### src/rtl/vwalu_pkg.sv
package vwalu_pkg;
  typedef enum logic [3:0] {
    OP_ADD = 4'd0, OP_SUB = 4'd1, OP_AND = 4'd2, OP_OR  = 4'd3,
    OP_XOR = 4'd4, OP_INC = 4'd5, OP_DEC = 4'd6, OP_SHL = 4'd7,
    OP_SHR = 4'd8, OP_SAR = 4'd9, OP_CMP = 4'd10
  } op_e;

  typedef enum logic [1:0] {
    BR_EQ = 2'd0, BR_NE = 2'd1, BR_BELOW = 2'd2, BR_AE = 2'd3
  } cond_e;

  typedef struct packed {
    logic s;
    logic z;
    logic c;
    logic p;
  } flags_t;

  // Bit idx of v, without a variable part-select.
  function automatic logic bit_of(input logic [63:0] v, input int idx);
    logic [63:0] t;
    t = v >> idx;
    return t[0];
  endfunction
endpackage

### src/rtl/vwalu_arith.sv
module vwalu_arith
  import vwalu_pkg::*;
#(
  parameter int DW  = 32,
  parameter int NBW = $clog2(DW) + 1
) (
  input  op_e             op,
  input  logic [NBW-1:0]  nb,
  input  logic [DW-1:0]   mask,
  input  logic [DW-1:0]   a,
  input  logic [DW-1:0]   b,
  input  logic            c_in,
  output logic [DW-1:0]   res,
  output logic            c_out
);
  logic [DW-1:0] am, bm, opnd;
  logic [DW:0]   sum, top;
  logic          is_minus;

  always_comb begin
    am       = a & mask;
    opnd     = (op == OP_INC || op == OP_DEC) ? DW'(1) : b;
    bm       = opnd & mask;
    is_minus = (op == OP_SUB) || (op == OP_CMP) || (op == OP_DEC);
    sum      = is_minus ? ({1'b0, am} - {1'b0, bm}) : ({1'b0, am} + {1'b0, bm});
    top      = sum >> nb;
    res      = am;
    c_out    = c_in;
    case (op)
      OP_ADD:         begin res = sum[DW-1:0] & mask; c_out = top[0];  end
      OP_SUB, OP_CMP: begin res = sum[DW-1:0] & mask; c_out = am < bm; end
      OP_INC, OP_DEC: res = sum[DW-1:0] & mask;
      OP_AND:         begin res = am & bm; c_out = 1'b0; end
      OP_OR:          begin res = am | bm; c_out = 1'b0; end
      OP_XOR:         begin res = am ^ bm; c_out = 1'b0; end
      default:        ;
    endcase
  end
endmodule

### src/rtl/vwalu_shift.sv
module vwalu_shift
  import vwalu_pkg::*;
#(
  parameter int DW  = 32,
  parameter int CW  = 8,
  parameter int NBW = $clog2(DW) + 1
) (
  input  op_e             op,
  input  logic [NBW-1:0]  nb,
  input  logic [DW-1:0]   mask,
  input  logic [DW-1:0]   a,
  input  logic [CW-1:0]   cnt,
  input  logic            c_in,
  output logic [DW-1:0]   res,
  output logic            c_out
);
  logic [DW-1:0] am, sx;
  logic          sign;
  int            cn, nbi;

  always_comb begin
    am    = a & mask;
    cn    = int'(cnt);
    nbi   = int'(nb);
    sign  = bit_of(64'(am), nbi - 1);
    sx    = am | (sign ? ~mask : '0);
    res   = am;
    c_out = c_in;
    case (op)
      OP_SHL: begin
        res = (cn >= nbi) ? '0 : ((am << cn) & mask);
        if (cn != 0) c_out = (cn <= nbi) ? bit_of(64'(am), nbi - cn) : 1'b0;
      end
      OP_SHR: begin
        res = (cn >= nbi) ? '0 : (am >> cn);
        if (cn != 0) c_out = (cn <= nbi) ? bit_of(64'(am), cn - 1) : 1'b0;
      end
      OP_SAR: begin
        res = (cn >= nbi) ? (sign ? mask : '0) : (DW'($signed(sx) >>> cn) & mask);
        if (cn != 0) c_out = (cn <= nbi) ? bit_of(64'(am), cn - 1) : sign;
      end
      default: ;
    endcase
  end
endmodule

### src/rtl/vwalu_branch.sv
module vwalu_branch
  import vwalu_pkg::*;
(
  input  logic [1:0] cond,
  input  logic       z,
  input  logic       c,
  output logic       taken
);
  always_comb begin
    case (cond_e'(cond))
      BR_EQ:    taken = z;
      BR_NE:    taken = !z;
      BR_BELOW: taken = c;
      default:  taken = !c;
    endcase
  end
endmodule

### src/rtl/vwalu_top.sv
module vwalu_top
  import vwalu_pkg::*;
#(
  parameter int DW = 32,
  parameter int CW = 8
) (
  input  logic          clk,
  input  logic          rst_n,
  input  logic          in_valid,
  output logic          in_ready,
  input  logic [3:0]    in_op,
  input  logic [1:0]    in_width,
  input  logic [DW-1:0] in_dst,
  input  logic [DW-1:0] in_src,
  input  logic [DW-1:0] in_cnt,
  output logic          out_valid,
  input  logic          out_ready,
  output logic [DW-1:0] out_wdata,
  output logic          out_wen,
  output logic          flag_s,
  output logic          flag_z,
  output logic          flag_c,
  output logic          flag_p,
  input  logic [1:0]    br_cond,
  output logic          br_taken
);
  localparam int NBW   = $clog2(DW) + 1;
  localparam int NLANE = DW / 8;

  op_e            op;
  logic [NBW-1:0] nb, nbytes;
  logic [DW-1:0]  mask, ar_res, sh_res, res, merged, nxt_wdata;
  logic           ar_c, sh_c, c_new, is_shift, known, upd, wen, accept;
  logic           cnt_unused;
  flags_t         flg, nf;

  assign op         = op_e'(in_op);
  assign cnt_unused = ^in_cnt[DW-1:CW];
  assign nb         = (in_width == 2'd0) ? NBW'(8) : (in_width == 2'd1) ? NBW'(16) : NBW'(DW);
  assign nbytes     = nb >> 3;
  assign mask       = (int'(nb) >= DW) ? '1 : ((DW'(1) << nb) - DW'(1));
  assign in_ready   = !out_valid || out_ready;
  assign accept     = in_valid && in_ready;

  vwalu_arith #(.DW(DW), .NBW(NBW)) u_arith (
    .op(op), .nb(nb), .mask(mask), .a(in_dst), .b(in_src),
    .c_in(flg.c), .res(ar_res), .c_out(ar_c)
  );

  vwalu_shift #(.DW(DW), .CW(CW), .NBW(NBW)) u_shift (
    .op(op), .nb(nb), .mask(mask), .a(in_dst), .cnt(in_cnt[CW-1:0]),
    .c_in(flg.c), .res(sh_res), .c_out(sh_c)
  );

  // Byte-lane merge: lanes at or above the operation width keep the old value.
  for (genvar g = 0; g < NLANE; g++) begin : g_lane
    assign merged[8*g +: 8] = (g < int'(nbytes)) ? res[8*g +: 8] : in_dst[8*g +: 8];
  end

  always_comb begin
    is_shift  = (op == OP_SHL) || (op == OP_SHR) || (op == OP_SAR);
    known     = (in_op <= 4'd10);
    res       = is_shift ? sh_res : ar_res;
    c_new     = is_shift ? sh_c : ar_c;
    upd       = known && !(is_shift && (in_cnt[CW-1:0] == '0));
    wen       = known && (op != OP_CMP);
    nxt_wdata = wen ? merged : in_dst;
    nf.s      = bit_of(64'(res), int'(nb) - 1);
    nf.z      = (res == '0);
    nf.c      = c_new;
    nf.p      = ~^res[7:0];
  end

  always_ff @(posedge clk or negedge rst_n) begin
    if (!rst_n) begin
      out_valid <= 1'b0;
      out_wdata <= '0;
      out_wen   <= 1'b0;
      flg       <= '0;
    end else begin
      if (accept) begin
        out_valid <= 1'b1;
        out_wdata <= nxt_wdata;
        out_wen   <= wen;
      end else if (out_ready) begin
        out_valid <= 1'b0;
      end
      if (accept && upd) flg <= nf;
    end
  end

  assign flag_s = flg.s;
  assign flag_z = flg.z;
  assign flag_c = flg.c;
  assign flag_p = flg.p;

  vwalu_branch u_branch (.cond(br_cond), .z(flg.z), .c(flg.c), .taken(br_taken));

  assert_hold_stall_R9: assert property (@(posedge clk) disable iff (!rst_n)
    out_valid && !out_ready |=> out_valid && $stable(out_wdata) && $stable(out_wen));

  assert_upper_kept_R2: assert property (@(posedge clk) disable iff (!rst_n)
    accept && in_width == 2'd0 |=> out_wdata[DW-1:8] == $past(in_dst[DW-1:8]));

  assert_incdec_carry_R5: assert property (@(posedge clk) disable iff (!rst_n)
    accept && (in_op == 4'd5 || in_op == 4'd6) |=> flag_c == $past(flag_c));

  assert_cmp_nowrite_R6: assert property (@(posedge clk) disable iff (!rst_n)
    accept && in_op == 4'd10 |=> !out_wen && out_wdata == $past(in_dst));

  assert_parity_add_R3: assert property (@(posedge clk) disable iff (!rst_n)
    accept && in_op == 4'd0 |=> flag_p == ~^out_wdata[7:0]);

  assert_shift_zero_R7: assert property (@(posedge clk) disable iff (!rst_n)
    accept && in_op >= 4'd7 && in_op <= 4'd9 && in_cnt[CW-1:0] == '0
    |=> $stable({flag_s, flag_z, flag_c, flag_p}));
endmodule

### config.mk
export PLATFORM = sky130hd
export DESIGN_NAME = vwalu_top
export DESIGN_NICKNAME = d
export VERILOG_FILES = /design/src/rtl/vwalu_pkg.sv /design/src/rtl/vwalu_arith.sv /design/src/rtl/vwalu_shift.sv /design/src/rtl/vwalu_branch.sv /design/src/rtl/vwalu_top.sv
export SDC_FILE = /design/constraint.sdc
export NUM_CORES = 1
export LEC_CHECK = 0
export BUFFER_PORTS_ARGS = -buffer_cell sky130_fd_sc_hd__buf_4
export CAP_MARGIN = 15
export CORE_AREA = 2 2 206 309
export DETAILED_ROUTE_END_ITERATION = 6
export DIE_AREA = 0 0 208 311
export HOLD_SLACK_MARGIN = 0.03
export PLACE_DENSITY = 0.49
export SLEW_MARGIN = 20
export SYNTH_ARGS = -nofsm -noshare
export SYNTH_HDL_FRONTEND = slang
export SYNTH_HIERARCHICAL = 1
export SYNTH_SLANG_ARGS = --single-unit
### constraint.sdc
create_clock -name clk -period 1.3 [get_ports clk]
set_input_delay 0.195 -clock clk [delete_from_list [all_inputs] [get_ports clk]]
set_output_delay 0.195 -clock clk [all_outputs]
set_load 0.01 [all_outputs]
==> metrics.md <==
| Metric | Value |
|---|---|
| Tightest Pin Transition | `about 1.1 ns` |
| Max Slew Vio Count | `0` |
| Gr usage total | `0.4089` |
| Clock power share | `0.087` |
| Cell Area, Synth | `roughly 17000 µm²` |
| Yosys reg bits | `38` |
| Worst skew pair latency | `0.29 ns` |
| Wire length per cell | `between 30 and 40 µm` |
| Vias in the first global route | `27340` |
| Final worst slack | `-3.358 ns` |
| Vias/cell | `5.965` |
| Total number of clock tree sinks | `38` |
| Crit path time final | `4.658 ns` |
| Initial core utilization | `0.2770` |
| Final ANT Viol Nets | `0` |
| Final HPWL DP | `roughly 110 mm` |
| Top-count cell post-synth | `nand2_1` |
| Largest net degree at the start of global routing | `55` |
| PortBufs | `between 100 and 150` |
| Synth Instances | `approximately 2600` |
| Initial antenna violation count | `7` |
| Clock transition at path regs | `about 0.07 ns` |
| Hold/Removal Path Class | `in -> reg` |
| Gate power share | `0.830` |
| Synth async-reset ratio | `1.000` |
| Crit path buffers/inverters | `4` |
| Initial DRC count | `2351` |
| Clock buffer count from CTS | `5` |
| First-pass GRT wire length | `between 150 and 200 mm` |
| Peak VDD IR | `733.2 µV` |
| Leading area contributor after synthesis | `ha_1` |
| Worst-path fanout max | `3` |
| Max incr delay on CP | `between 0.3 and 0.4 ns` |
| Synth Flop Type | `dfrtp_1` |
| Layout cells sized above 1 | `0.4704` |
| Router iterations before antenna repair | `6` |
| Reg power frac | `0.082` |
| Register area | `approximately 950 µm²` |
| IO Pins | `approximately 150` |
| Fmax | `roughly 210 MHz` |
| CP Class | `in -> reg` |
| Clk Tree Root Cell | `clkbuf_16` |
| Final GP Congestion | `approximately 1.1` |
| Leakage | `about 0.014 µW` |
| Die area | `between 60000 and 70000 µm²` |
| Syn Area/Cell | `~6.7 µm²` |
| Net Sw Power | `9219 µW` |
| DRC Markers | `0` |
| Synth unique cells | `approximately 110` |
| CP Launch Type | `input pin` |
| Via count | `about 27000` |
| CTS tree | `yes` |
| Synth-to-Final Area Change | `80.01%` |
| CP arrival | `around 5 ns` |
| R2R depth | `6` |
| Crit path required time | `about 1.5 ns` |
| Synth top area cells | `ha_1, nand2_1, o21ai_0` |
| Area of the multi-input gates | `~18000 µm²` |
| Crit-path leading delay family | `compound AO/OA/AOI/OAI gates` |
| Synth top cells by count | `nand2_1, nor2_1, o21ai_0` |
| Post-Route WL | `~140 mm` |
| Hold Path Cell Cnt | `2` |
| Core box area | `~62000 µm²` |
| RSZ-0062 raised after global routing | `yes` |
| Max_slew headroom | `0.2457` |
| Post-place setup slack | `-3.880 ns` |
| Fin crit share | `3.583` |
| Sequential area share after synthesis | `0.05542` |
| Total congestion overflow | `0` |
| Pwr dens | `608.7 nW/µm²` |
| Post-synth EDFFs | `0` |
| Final Setup Violations | `37` |
| Die Ht | `a little over 300 µm` |
| Final Hold Vio Count | `0` |
| Total negative slack | `-104.88 ns` |
| Clk buf depth | `2` |
| Top cell type's share of synthesized area | `0.08896` |
| CP max-delay cell | `fa_2` |
| # Max-Cap Violations | `0` |
| Worst setup EP type | `flop` |
| Critical Path Stages | `24` |
| Violated checks | `negative setup slack` |
| Internal power | `9583 µW` |
| Worst path cell trace | `buf_8, nor2b_4, o21ai_4, inv_2, o21a_1, ha_2, fa_2, buf_6, o21ba_4, o2111ai_4, a21oi_2, o31a_1, buf_6, o21ai_4, and3b_1, o32ai_2, a22o_1, a221o_1, nor2b_1, o21ai_1, o221ai_2, nand3_1, nor4_2, a22o_1` |
| Switching Fraction | `0.4903` |
| Final Net Count | `approximately 4000` |
| Rows | `around 110` |
| CTS H-tree depth | `2` |
| Clock Skew | `about 0.014 ns` |
| Fill cell count | `6249` |
| Die Wd | `roughly 210 µm` |
| Status | `finished, violations left` |
| Yosys warns | `6` |
## per-stage QoR
stage | power, µW | hold WS (ns) | utilization | std cells | area (µm²)
2_1_floorplan | 7366 | -0.1006 | - | 2629 | 17970
3_3_place_gp | 14580 | 0.1973 | 0.4412 | 4424 | 27330
3_5_place_dp | 14640 | 0.2041 | 0.4412 | 4424 | 27330
4_1_cts | 17560 | 0.1085 | 0.4778 | 4485 | 29600
5_1_grt | 19500 | 0.1187 | 0.4985 | 4517 | 30880
6_report | 18800 | 0.1128 | 0.4987 | 4521 | 30890
## what timing repair did
action	CTS	global route
endpoints found under the hold margin	38	0
hold buffers	1	0
buffers inserted	63	40
pin swaps	94	115
setup endpoints to repair	37	39
resized for setup	346	211
gates cloned	3	0
## kinds of logic after synthesis
family | share of synthesized area
AO/OA/AOI/OAI | 0.3967
XOR/XNOR | 0.02399
adder cells (fa/ha/maj) | 0.09246
buffers and inverters | 0.07430
flip-flops | 0.05542
multiplexers | 0.1079
other | 0.0004377
AND/OR/NAND/NOR | 0.2488
## final timing paths
path | startpoint | to | slack (ns)
max | in_op[1] | flag_z | -3.36
min | in_valid | out_valid | 0.11
max reg2reg | out_valid | flag_z | -0.21
min reg2reg | out_wdata[3] | out_wdata[3] | 0.49
max in group asynchronous | rst_n | out_wdata[31] | 0.52
min in group asynchronous | rst_n | out_wdata[28] | 0.43
## layer usage
metal | wire length, µm | GRT usage
met1 | 44770 | 0.3912
met2 | 67930 | 0.7267
met3 | 7957 | 0.05864
met4 | 17810 | 0.4242
met5 | 12 | 0
## layout by cell type (no fill, tap or decap), types with 38 or more instances in the layout
cell,instances
nand2b_1,38
buf_4,1169
a211oi_1,44
a21oi_1,128
inv_1,121
buf_6,56
nand3_1,93
o211ai_1,40
nand2_1,282
nor2_1,188
a21oi_2,38
mux2i_1,64
ha_1,89
o21ai_0,147
dfrtp_1,38
conb_1,78
nor3_1,68
o21ai_1,59
## registers in the layout, indices dropped and copies added, names as in the netlist
register   flops
flag_z         1
out_wdata     32
out_wen        1
flag_c         1
out_valid      1
flag_p         1
flag_s         1
## cell type report
| cell class | instances | share of cell area |
|---|---|---|
| antenna | 5 | 0.0004051 |
| sequential | 38 | 0.03079 |
| inverter | 132 | 0.01620 |
| clock buffer | 5 | 0.004051 |
| clock inverter | 3 | 0.002228 |
| multi-input combinational | 2272 | 0.5826 |
| timing repair buffer | 1268 | 0.3314 |
| tap | 798 | 0.03232 |
## power by group through the flow
| stage | Sequential (µW) | Clock [µW] | Combinational (µW) |
|---|---|---|---|
| 3_5_place_dp | 1570 | 0 | 13100 |
| 3_3_place_gp | 1570 | 0 | 13000 |
| 4_1_cts | 1550 | 1660 | 14300 |
| 5_1_grt | 1570 | 1690 | 16200 |
| 6_report | 1550 | 1640 | 15600 |
| 2_1_floorplan | 1600 | 0 | 5760 |
(Power assumes the default switching activity.)
